**config.mk**
```make
export PLATFORM = sky130hd
export DESIGN_NAME = irq_selector
export DESIGN_NICKNAME = d
export VERILOG_FILES = /design/src/rtl/isel_pkg.sv /design/src/rtl/isel_regs.sv /design/src/rtl/isel_ext_front.sv /design/src/rtl/isel_route.sv /design/src/rtl/irq_selector.sv
export SDC_FILE = /design/constraint.sdc
export NUM_CORES = 1
export LEC_CHECK = 0
export ABC_AREA = 1
export CELL_PAD_IN_SITES_DETAIL_PLACEMENT = 1
export CELL_PAD_IN_SITES_GLOBAL_PLACEMENT = 1
export CORE_MARGIN = 8
export CORE_UTILIZATION = 39
export DETAILED_ROUTE_END_ITERATION = 16
export HOLD_SLACK_MARGIN = 0.03
export PLACE_DENSITY_LB_ADDON = 0.1
export SLEW_MARGIN = 20
export SYNTH_ARGS = -nofsm -noshare
export SYNTH_HDL_FRONTEND = slang
export SYNTH_SLANG_ARGS = --single-unit
```
**constraint.sdc**
```tcl
create_clock -name clk_i -period 1.58 [get_ports clk_i]
set_clock_uncertainty 0.05 [all_clocks]
set_input_delay 0.316 -clock clk_i [delete_from_list [all_inputs] [get_ports clk_i]]
set_output_delay 0.316 -clock clk_i [all_outputs]
set_load 0.005 [all_outputs]
```
**src/rtl/isel_pkg.sv**
```systemverilog
package isel_pkg;

   localparam int unsigned BUS_W       = 32;
   localparam int unsigned BE_W        = BUS_W / 8;
   localparam int unsigned SEL_W       = 5;
   localparam int unsigned FLD_PER_REG = 6;
   localparam int unsigned N_MUX_REG   = 2;
   localparam int unsigned N_LINE      = FLD_PER_REG * N_MUX_REG;
   localparam int unsigned SEL_SPAN    = 1 << SEL_W;

   typedef logic [BUS_W-1:0] word_t;
   typedef logic [SEL_W-1:0] sel_t;

   // register slot decoded from the bus address
   typedef enum logic [1:0] {
      SLOT_HI   = 2'd0,
      SLOT_LO   = 2'd1,
      SLOT_POL  = 2'd2,
      SLOT_NONE = 2'd3
   } slot_e;

   // fields are packed in two halves of a word, with one spare bit after the lower half
   function automatic int unsigned fld_lsb(int unsigned f);
      return f * SEL_W + f / (FLD_PER_REG / 2);
   endfunction

   function automatic word_t fld_mask();
      word_t m;
      m = '0;
      for (int unsigned f = 0; f < FLD_PER_REG; f++) begin
         m = m | (word_t'(SEL_SPAN - 1) << fld_lsb(f));
      end
      return m;
   endfunction

   // storage index 0 covers the lower six lines, index 1 the upper six
   function automatic word_t dflt_image(int unsigned r);
      word_t v;
      v = '0;
      for (int unsigned f = 0; f < FLD_PER_REG; f++) begin
         v = v | (word_t'(r * FLD_PER_REG + f) << fld_lsb(f));
      end
      return v;
   endfunction

   function automatic word_t byte_mask(logic [BE_W-1:0] be);
      word_t m;
      for (int unsigned b = 0; b < BE_W; b++) begin
         m[b*8 +: 8] = {8{be[b]}};
      end
      return m;
   endfunction

endpackage

```
**src/rtl/isel_regs.sv**
```systemverilog
module isel_regs
   import isel_pkg::*;
#(
   parameter int unsigned N_EXT  = 4,
   parameter int unsigned ADDR_W = 4
) (
   input  logic                    clk_i,
   input  logic                    rst_ni,
   input  logic                    wr_i,
   input  logic                    rd_i,
   input  logic [ADDR_W-1:0]       addr_i,
   input  word_t                   wdata_i,
   input  logic [BE_W-1:0]         be_i,
   output word_t                   rdata_o,
   output sel_t [N_LINE-1:0]       sel_o,
   output logic [N_EXT-1:0]        pol_o
);

   localparam int unsigned WORD_W   = ADDR_W - 2;
   localparam word_t       MUX_MASK = fld_mask();
   localparam word_t       POL_MASK = word_t'((64'd1 << N_EXT) - 64'd1);

   if (ADDR_W < 4) begin : g_bad_addr
      $error("isel_regs: ADDR_W must cover three words");
   end
   if (N_EXT < 1 || N_EXT > BUS_W) begin : g_bad_ext
      $error("isel_regs: N_EXT out of range");
   end

   slot_e slot;
   word_t bmask;
   word_t mux_q [N_MUX_REG];
   word_t pol_q;
   word_t rd_val;
   word_t rdata_q;

   always_comb begin
      slot = SLOT_NONE;
      if (addr_i[1:0] == 2'b00) begin
         case (addr_i[ADDR_W-1:2])
            WORD_W'(0): slot = SLOT_HI;
            WORD_W'(1): slot = SLOT_LO;
            WORD_W'(2): slot = SLOT_POL;
            default:    slot = SLOT_NONE;
         endcase
      end
   end

   assign bmask = byte_mask(be_i);

   for (genvar r = 0; r < N_MUX_REG; r++) begin : g_mux
      localparam slot_e MY_SLOT = (r == 0) ? SLOT_LO : SLOT_HI;
      always_ff @(posedge clk_i or negedge rst_ni) begin
         if (!rst_ni) begin
            mux_q[r] <= dflt_image(r);
         end else if (wr_i && slot == MY_SLOT) begin
            mux_q[r] <= ((mux_q[r] & ~bmask) | (wdata_i & bmask)) & MUX_MASK;
         end
      end
   end

   always_ff @(posedge clk_i or negedge rst_ni) begin
      if (!rst_ni) begin
         pol_q <= '0;
      end else if (wr_i && slot == SLOT_POL) begin
         pol_q <= ((pol_q & ~bmask) | (wdata_i & bmask)) & POL_MASK;
      end
   end

   always_comb begin
      case (slot)
         SLOT_HI:  rd_val = mux_q[1];
         SLOT_LO:  rd_val = mux_q[0];
         SLOT_POL: rd_val = pol_q;
         default:  rd_val = '0;
      endcase
   end

   always_ff @(posedge clk_i or negedge rst_ni) begin
      if (!rst_ni) begin
         rdata_q <= '0;
      end else begin
         rdata_q <= rd_i ? rd_val : '0;
      end
   end

   assign rdata_o = rdata_q;
   assign pol_o   = pol_q[N_EXT-1:0];

   for (genvar i = 0; i < N_LINE; i++) begin : g_sel
      localparam int unsigned R   = i / FLD_PER_REG;
      localparam int unsigned LSB = fld_lsb(i % FLD_PER_REG);
      assign sel_o[i] = mux_q[R][LSB +: SEL_W];
   end

   // read data port idles at zero when no read was issued
   a_r1_idle_read_zero : assert property (@(posedge clk_i) disable iff (!rst_ni)
      !$past(rd_i) |-> (rdata_o == '0));

   // gap bits of a select register never show up on a read
   a_r2_gap_bits_zero : assert property (@(posedge clk_i) disable iff (!rst_ni)
      $past(rd_i && (slot == SLOT_HI || slot == SLOT_LO)) |-> ((rdata_o & ~MUX_MASK) == '0));

   if (N_EXT < BUS_W) begin : g_rsv_chk
      // reserved polarity bits read as zero
      a_r4_pol_reserved_zero : assert property (@(posedge clk_i) disable iff (!rst_ni)
         $past(rd_i && slot == SLOT_POL) |-> (rdata_o[BUS_W-1:N_EXT] == '0));
   end

endmodule

```
**src/rtl/isel_ext_front.sv**
```systemverilog
module isel_ext_front #(
   parameter int unsigned N_EXT       = 4,
   parameter int unsigned SYNC_STAGES = 2
) (
   input  logic             clk_i,
   input  logic             rst_ni,
   input  logic [N_EXT-1:0] ext_i,
   input  logic [N_EXT-1:0] pol_i,
   output logic [N_EXT-1:0] adj_o,
   output logic [N_EXT-1:0] dma_o
);

   if (SYNC_STAGES < 2) begin : g_bad_sync
      $error("isel_ext_front: at least two synchronizer stages required");
   end

   logic [N_EXT-1:0] stg_q [SYNC_STAGES];

   always_ff @(posedge clk_i or negedge rst_ni) begin
      if (!rst_ni) begin
         for (int s = 0; s < SYNC_STAGES; s++) begin
            stg_q[s] <= '0;
         end
      end else begin
         stg_q[0] <= ext_i;
         for (int s = 1; s < SYNC_STAGES; s++) begin
            stg_q[s] <= stg_q[s-1];
         end
      end
   end

   // the event path taps the chain before the polarity stage
   assign dma_o = stg_q[SYNC_STAGES-1];
   assign adj_o = stg_q[SYNC_STAGES-1] ^ pol_i;

   // the event output only moves to a value the chain held one cycle earlier
   a_r10_dma_from_chain : assert property (@(posedge clk_i) disable iff (!rst_ni)
      !$stable(dma_o) |-> (dma_o == $past(stg_q[SYNC_STAGES-2])));

endmodule

```
**src/rtl/isel_route.sv**
```systemverilog
module isel_route
   import isel_pkg::*;
#(
   parameter int unsigned N_SRC = 16
) (
   input  logic              clk_i,
   input  logic              rst_ni,
   input  logic [N_SRC-1:0]  src_i,
   input  sel_t [N_LINE-1:0] sel_i,
   output logic [N_LINE-1:0] irq_o
);

   if (N_SRC > SEL_SPAN) begin : g_bad_src
      $error("isel_route: more sources than select codes");
   end

   logic [SEL_SPAN-1:0] src_pad;
   logic [N_LINE-1:0]   lvl;
   logic [N_LINE-1:0]   cur_q;
   logic [N_LINE-1:0]   prev_q;

   // codes beyond the implemented sources land on zero padding
   assign src_pad = SEL_SPAN'(src_i);

   for (genvar i = 0; i < N_LINE; i++) begin : g_line
      assign lvl[i] = src_pad[sel_i[i]];

      // a pulse never lasts beyond one cycle
      a_r11_single_pulse : assert property (@(posedge clk_i) disable iff (!rst_ni)
         irq_o[i] |=> !irq_o[i]);

      // an unimplemented select code keeps the line level low
      a_r6_oor_quiet : assert property (@(posedge clk_i) disable iff (!rst_ni)
         (sel_i[i] >= SEL_W'(N_SRC)) |=> !cur_q[i]);
   end

   always_ff @(posedge clk_i or negedge rst_ni) begin
      if (!rst_ni) begin
         cur_q  <= '0;
         prev_q <= '0;
      end else begin
         cur_q  <= lvl;
         prev_q <= cur_q;
      end
   end

   assign irq_o = cur_q & ~prev_q;

endmodule

```
**src/rtl/irq_selector.sv**
```systemverilog
module irq_selector
   import isel_pkg::*;
#(
   parameter int unsigned N_PER       = 12,
   parameter int unsigned N_EXT       = 4,
   parameter int unsigned EXT_BASE    = 4,
   parameter int unsigned SYNC_STAGES = 2,
   parameter int unsigned ADDR_W      = 4
) (
   input  logic              clk_i,
   input  logic              rst_ni,
   input  logic              bus_wr_i,
   input  logic              bus_rd_i,
   input  logic [ADDR_W-1:0] bus_addr_i,
   input  logic [31:0]       bus_wdata_i,
   input  logic [3:0]        bus_be_i,
   output logic [31:0]       bus_rdata_o,
   input  logic [N_PER-1:0]  per_src_i,
   input  logic [N_EXT-1:0]  ext_pin_i,
   output logic [11:0]       cpu_irq_o,
   output logic [N_EXT-1:0]  dma_evt_o
);

   localparam int unsigned N_SRC = N_PER + N_EXT;

   if (EXT_BASE > N_PER) begin : g_bad_base
      $error("irq_selector: external block must start inside the peripheral range");
   end
   if (N_SRC > SEL_SPAN) begin : g_bad_pool
      $error("irq_selector: source pool exceeds select code space");
   end

   sel_t [N_LINE-1:0] sel_w;
   logic [N_EXT-1:0]  pol_w;
   logic [N_EXT-1:0]  adj_w;
   logic [N_SRC-1:0]  src_all;

   isel_regs #(
      .N_EXT  (N_EXT),
      .ADDR_W (ADDR_W)
   ) i_regs (
      .clk_i   (clk_i),
      .rst_ni  (rst_ni),
      .wr_i    (bus_wr_i),
      .rd_i    (bus_rd_i),
      .addr_i  (bus_addr_i),
      .wdata_i (bus_wdata_i),
      .be_i    (bus_be_i),
      .rdata_o (bus_rdata_o),
      .sel_o   (sel_w),
      .pol_o   (pol_w)
   );

   isel_ext_front #(
      .N_EXT       (N_EXT),
      .SYNC_STAGES (SYNC_STAGES)
   ) i_front (
      .clk_i  (clk_i),
      .rst_ni (rst_ni),
      .ext_i  (ext_pin_i),
      .pol_i  (pol_w),
      .adj_o  (adj_w),
      .dma_o  (dma_evt_o)
   );

   // pool order: low peripherals, external block, remaining peripherals
   for (genvar k = 0; k < N_SRC; k++) begin : g_pool
      if (k < EXT_BASE) begin : g_per_lo
         assign src_all[k] = per_src_i[k];
      end else if (k < EXT_BASE + N_EXT) begin : g_ext
         assign src_all[k] = adj_w[k-EXT_BASE];
      end else begin : g_per_hi
         assign src_all[k] = per_src_i[k-N_EXT];
      end
   end

   isel_route #(
      .N_SRC (N_SRC)
   ) i_route (
      .clk_i  (clk_i),
      .rst_ni (rst_ni),
      .src_i  (src_all),
      .sel_i  (sel_w),
      .irq_o  (cpu_irq_o)
   );

   // a polarity change with a steady synchronized pin moves the adjusted level
   a_r9_pol_moves_level : assert property (@(posedge clk_i) disable iff (!rst_ni)
      ((pol_w != $past(pol_w)) && (dma_evt_o == $past(dma_evt_o)))
         |-> ((adj_w ^ $past(adj_w)) == (pol_w ^ $past(pol_w))));

endmodule

```
-- Word level (Yosys, flattened, before mapping)
Cells that the tools add are included.
- bits in latches: 0
- memories kept: 0
- memory bits (writable): 0
- logic and storage cells: 69
- bits in registers: 128
- memory bits (read-only): 0
- output and inout bits: 48
- input port bits: 60
- add/subtract/negate cells: 0
- $lt $le $gt $ge: 12
- div/mod/pow operators: 0
- shift operators: 0
- equality and inequality tests: 4
- bitwise gates (word level): 11
- muxes and demuxes: 28
- multiply operators: 0
- reduce and logical (&&, ||, !) cells: 6
- operators by type and width (kind ; count):
    31-bit AND ; 3
    31-bit one-hot mux with 3 select lines ; 1
    5-bit by 6-bit less-than comparator with 1-bit output (second input constant) ; 12
    31-bit OR ; 2
    1-bit binary-select mux with 5-bit select ; 12
    31-bit two-way mux ; 1
    31-bit NOT ; 1
    12-bit AND ; 1
    1-bit two-way mux ; 12
    12-bit NOT ; 1
    2-bit logical NOT ; 3
    2-bit one-hot mux with 3 select lines ; 1
    4-bit AND ; 1
    2-bit by 1-bit == test with 1-bit output (second input constant) ; 2
    2-bit == test (second input constant) ; 2
    4-bit OR ; 1
    4-bit XOR ; 1
    1-bit logical AND ; 3
    2-bit two-way mux ; 1

-- Depth between registers and ports, before layout
- depth in word-level cells: 6
- gate-level depth with buffers: 10
- gate-level depth less buffers: 9

-- Hierarchy
A second synthesis with hierarchy kept.
- cells, all modules: 961
- area total of the unflattened synthesis: 7392.1 um^2
- modules (own cells, without submodules) (module ; seq. area each (um^2) ; times used ; cells an instance ; area each (um^2)):
    isel_regs ; 2377.3 ; 1 ; 423 ; 4005.1
    isel_route ; 600.6 ; 1 ; 506 ; 3081.7
    isel_ext_front ; 200.2 ; 1 ; 32 ; 305.3

-- Least setup slack after synthesis
OpenSTA, ideal clock, no wires.
- kind: register -> register
- start: reg (tool-made name)
- end: reg i_route.cur_q[9]
- setup slack: 0.165 ns
- buffers on the path: 1
- arrival: 1.251 ns
- clock period less this slack: 1.415 ns
- setup time: 0.114 ns
- stages on the path, launching flop included: 11
- data required time: 1.416 ns
- cell sequence: dfstp_2 > buf_2 > clkinv_1 > nand2_1 > nand3_1 > nand3_1 > nand2_1 > inv_1 > nand2_1 > inv_1 > nor2_1
- RTL lines (element ; RTL line ; RTL):
    end signal: assignment ; isel_route.sv:42 ; cur_q <= lvl;
    end: declaration ; isel_route.sv:19 ; logic [N_LINE-1:0] cur_q;

-- Final worst setup path
- start: reg i_route.cur_q[11]
- end: out cpu_irq_o[11]
- cells in the longest elaborated chain, start to end: 1
- ends and longest elaborated chain (element ; RTL line ; RTL):
    12-bit AND ; isel_route.sv:47 ; assign irq_o = cur_q & ~prev_q;
    end: declaration ; irq_selector.sv:20 ; output logic [11:0] cpu_irq_o,
No other way between the ends.

==> summary.md <==
| Metric | Value |
|---|---|
| Layout cells sized above 1 | 0.1319 |
| DR pass1 iterations | 5 |
| Startpoint types | register |
| Cell area after synthesis | 0.006908 sq mm |
| Post-Route WL | 25,100 um |
| Placed insts | 1,290 |
| CP max stage delay | 0.38 ns |
| Synth area leaders | dfrtp_1 (38%), nand2_1 (16%), nand3_1 (14%) |
| Area delta synth->final | 35.56% |
| Yosys cell types | 25 |
| Post-route ant nets | 0 |
| CP Capture Type | primary output |
| Vias in the first global route | 7,350 |
| Setup TNS | 0 ns |
| Outcome | finished clean |
| Drt wl/cell | 18.96 um |
| Tcrit/Tclk final | 0.9534 |
| Num CTS Buffers | 17 |
| Die area | 0.02223 sq mm |
| Clock Sinks | 126 |
| GPL Wtd Cong | 0.8495 |
| M1 GR Usage | 0.2905 |
| Max VDD drop | 0.9473 mV |
| Final hold violation count | 0 |
| CTS tree | yes |
| Gr busiest metal | met2 |
| Chip width | 149.1 um |
| Slew Limit Fails | 0 |
| Worst EP arrival | 1.14 ns |
| Iter 0 DRT Violations | 521 |
| List of most frequent post-synthesis cells | nand2_1 (300), nand3_1 (200), dfrtp_1 (106), inv_1 (105), o21ai_0 (67) |
| Worst setup margin | 0.07358 ns |
| Syn Area/Cell | 7.294 sq um |
| Root Buffer | clkbuf_16 |
| Vias | 6,975 |
| Met2 usage | 0.4070 |
| HPWL after DPL | 17,840 um |
| Critical path required time | 1.21 ns |
| Overall global routing resource usage | 0.2344 |
| IO Pins | 108 |
| Antenna cell count | 0 |
| Die height | 149.1 um |
| Peak Freq | 0.6638 GHz |
| Initial Util | 0.3994 |
| Fin area | 0.009364 sq mm |
| Max-capacitance violation count | 0 |
| Cell with the most instances after synthesis | nand2_1 |
| Non-Filler Instances | 1,324 |
| Yosys reg bits | 126 |
| Nets@finish | 1,146 |
| Number of flops mapped to enable cells by yosys | 0 |
| Vias per cell | 5.268 |
| PwrDens | 1267 mW/mm^2 |
| GR Util met3 | 0.03914 |
| # port buffers | 103 |
| Clock slew at the register clock pins of the worst setup and hold paths | 0.06 ns |
| Max Fanout on Critical Path | 2 |
| Sequential fraction of the synthesis area | 0.4601 |
| DRC | 0 |
| Core Region | 0.01730 sq mm |
| Final min period | 1.506 ns |
| LEAKAGE | 4.656 nW |
| Syn Inst Count | 947 |
| Sequential standard cell area | 0.003178 sq mm |
| Post-synth top flop | dfrtp_1 |
| Number of antenna violations at the first check in global routing | 0 |
| H-tree levels | 4 |
| Multi-input gate area | 0.003007 sq mm |
| CP max stage cell | dfrtp_1 |
| Hold Path Class | input port to register |
| DP Worst Slack | -0.2722 ns |
| Async S/R FF share, synth | 1.000 |
| Worst path cell trace | inv_1 -> nor2_1 -> dlygate4sd2_1 |
| Largest net degree at the start of global routing | 31 |
| Clk_lat worst skew | 0.43 ns |
| Crit Path Class | register to primary output |
| RSZ-0062 raised after global routing | no |
| WHS | 0.2743 ns |
| Cell Rows | 48 |
| Area post-placement | 0.008820 sq mm |
| First-pass GRT wire length | 40,290 um |
| Fill cells | 2,138 |
| Share of the synthesized area in the top cell type | 0.3840 |
| Dominant cell type by area after synthesis | dfrtp_1 |
| Clock buffer depth | 2 |
| Ys Warns | 0 |
| GRT Residual Overflow | 0 |
| Final setup vio count | 0 |
-- timing repair --
| item | 4_1_cts | 5_1_grt |
|---|---|---|
| resized for setup | 46 | 6 |
| setup endpoints to repair | 46 | 4 |
| hold buffers | 1 | 0 |
| buffers inserted | 1 | 0 |
| endpoints found under the hold margin | 22 | 0 |
-- cells in the final DEF (no fill, tap or decap), types with 7 or more instances in the layout --
cell type / n
o21ai_0: 67
nand3_1: 200
nor2_1: 29
nor2_4: 7
dfrtp_1: 106
clkinv_1: 8
inv_1: 105
clkdlybuf4s50_1: 56
clkbuf_16: 17
buf_12: 31
dfstp_2: 20
dlygate4sd2_1: 43
buf_4: 37
nand2_1: 300
a21oi_1: 30
-- power breakdown --
part / internal, W / switching (W) / total, W
logic: 0.00142 / 0.00209 / 0.00351
registers: 0.00394 / 0.000485 / 0.00443
clock network: 0.00234 / 0.00159 / 0.00392
-- stage by stage --
stage | utilization | power [W]
2_1_floorplan | - | 0.006370
3_3_place_gp | 0.5099 | 0.007936
3_5_place_dp | 0.5099 | 0.008047
4_1_cts | 0.5415 | 0.01195
5_1_grt | 0.5414 | 0.01259
6_report | 0.5414 | 0.01186
-- critical path, delay by kind of cell, from the launching register on --
kind                   cells  cell delay (ns)
AND/OR/NAND/NOR            1             0.03
flip-flops                 1             0.38
buffers and inverters      2             0.30
-- routing by layer --
metal  vias to the layer above  part of all wire
li1                       3294                 -
met1                      3433              0.43
met2                       210              0.50
met3                        38             0.051
met4                         0             0.018
met5                         -                 0
-- path summary, 6_finish.rpt --
kind / start / end / slack (ns) / cells after the start
max: i_route.cur_q[11] / cpu_irq_o[11] / 0.07 / 3
min: ext_pin_i[0] / i_front.stg_q[4] / 0.27 / 1
max reg2reg: i_front.dma_o[1] / i_route.cur_q[5] / 0.08 / 10
min reg2reg: i_front.stg_q[7] / i_front.dma_o[3] / 0.30 / 0
max in group asynchronous: rst_ni / async pin / 0.52 / 3
min in group asynchronous: rst_ni / i_route.prev_q[11] / 0.32 / 2
-- layout make-up --
| type | count | share of cell area |
|---|---|---|
| Sequential cell | 126 | 0.3394 |
| Multi-Input combinational cell | 653 | 0.3211 |
| Timing Repair Buffer | 171 | 0.1992 |
| Inverter | 117 | 0.04757 |
| Clock buffer | 17 | 0.04543 |
| Tap cell | 225 | 0.03006 |
| Clock inverter | 15 | 0.01724 |
-- logic make-up (layout without fill, tap and decap cells) --
kind of cell / Yosys count / after routing / synth area share
AOI/OAI and AO/OA: 106 / 106 / 0.07843
buffers and inverters: 169 / 320 / 0.1052
DFF: 126 / 126 / 0.4601
other: 1 / 2 / 0.0005429
and+or+nand+nor: 545 / 545 / 0.3557
Power figures use the tool's default switching activity.
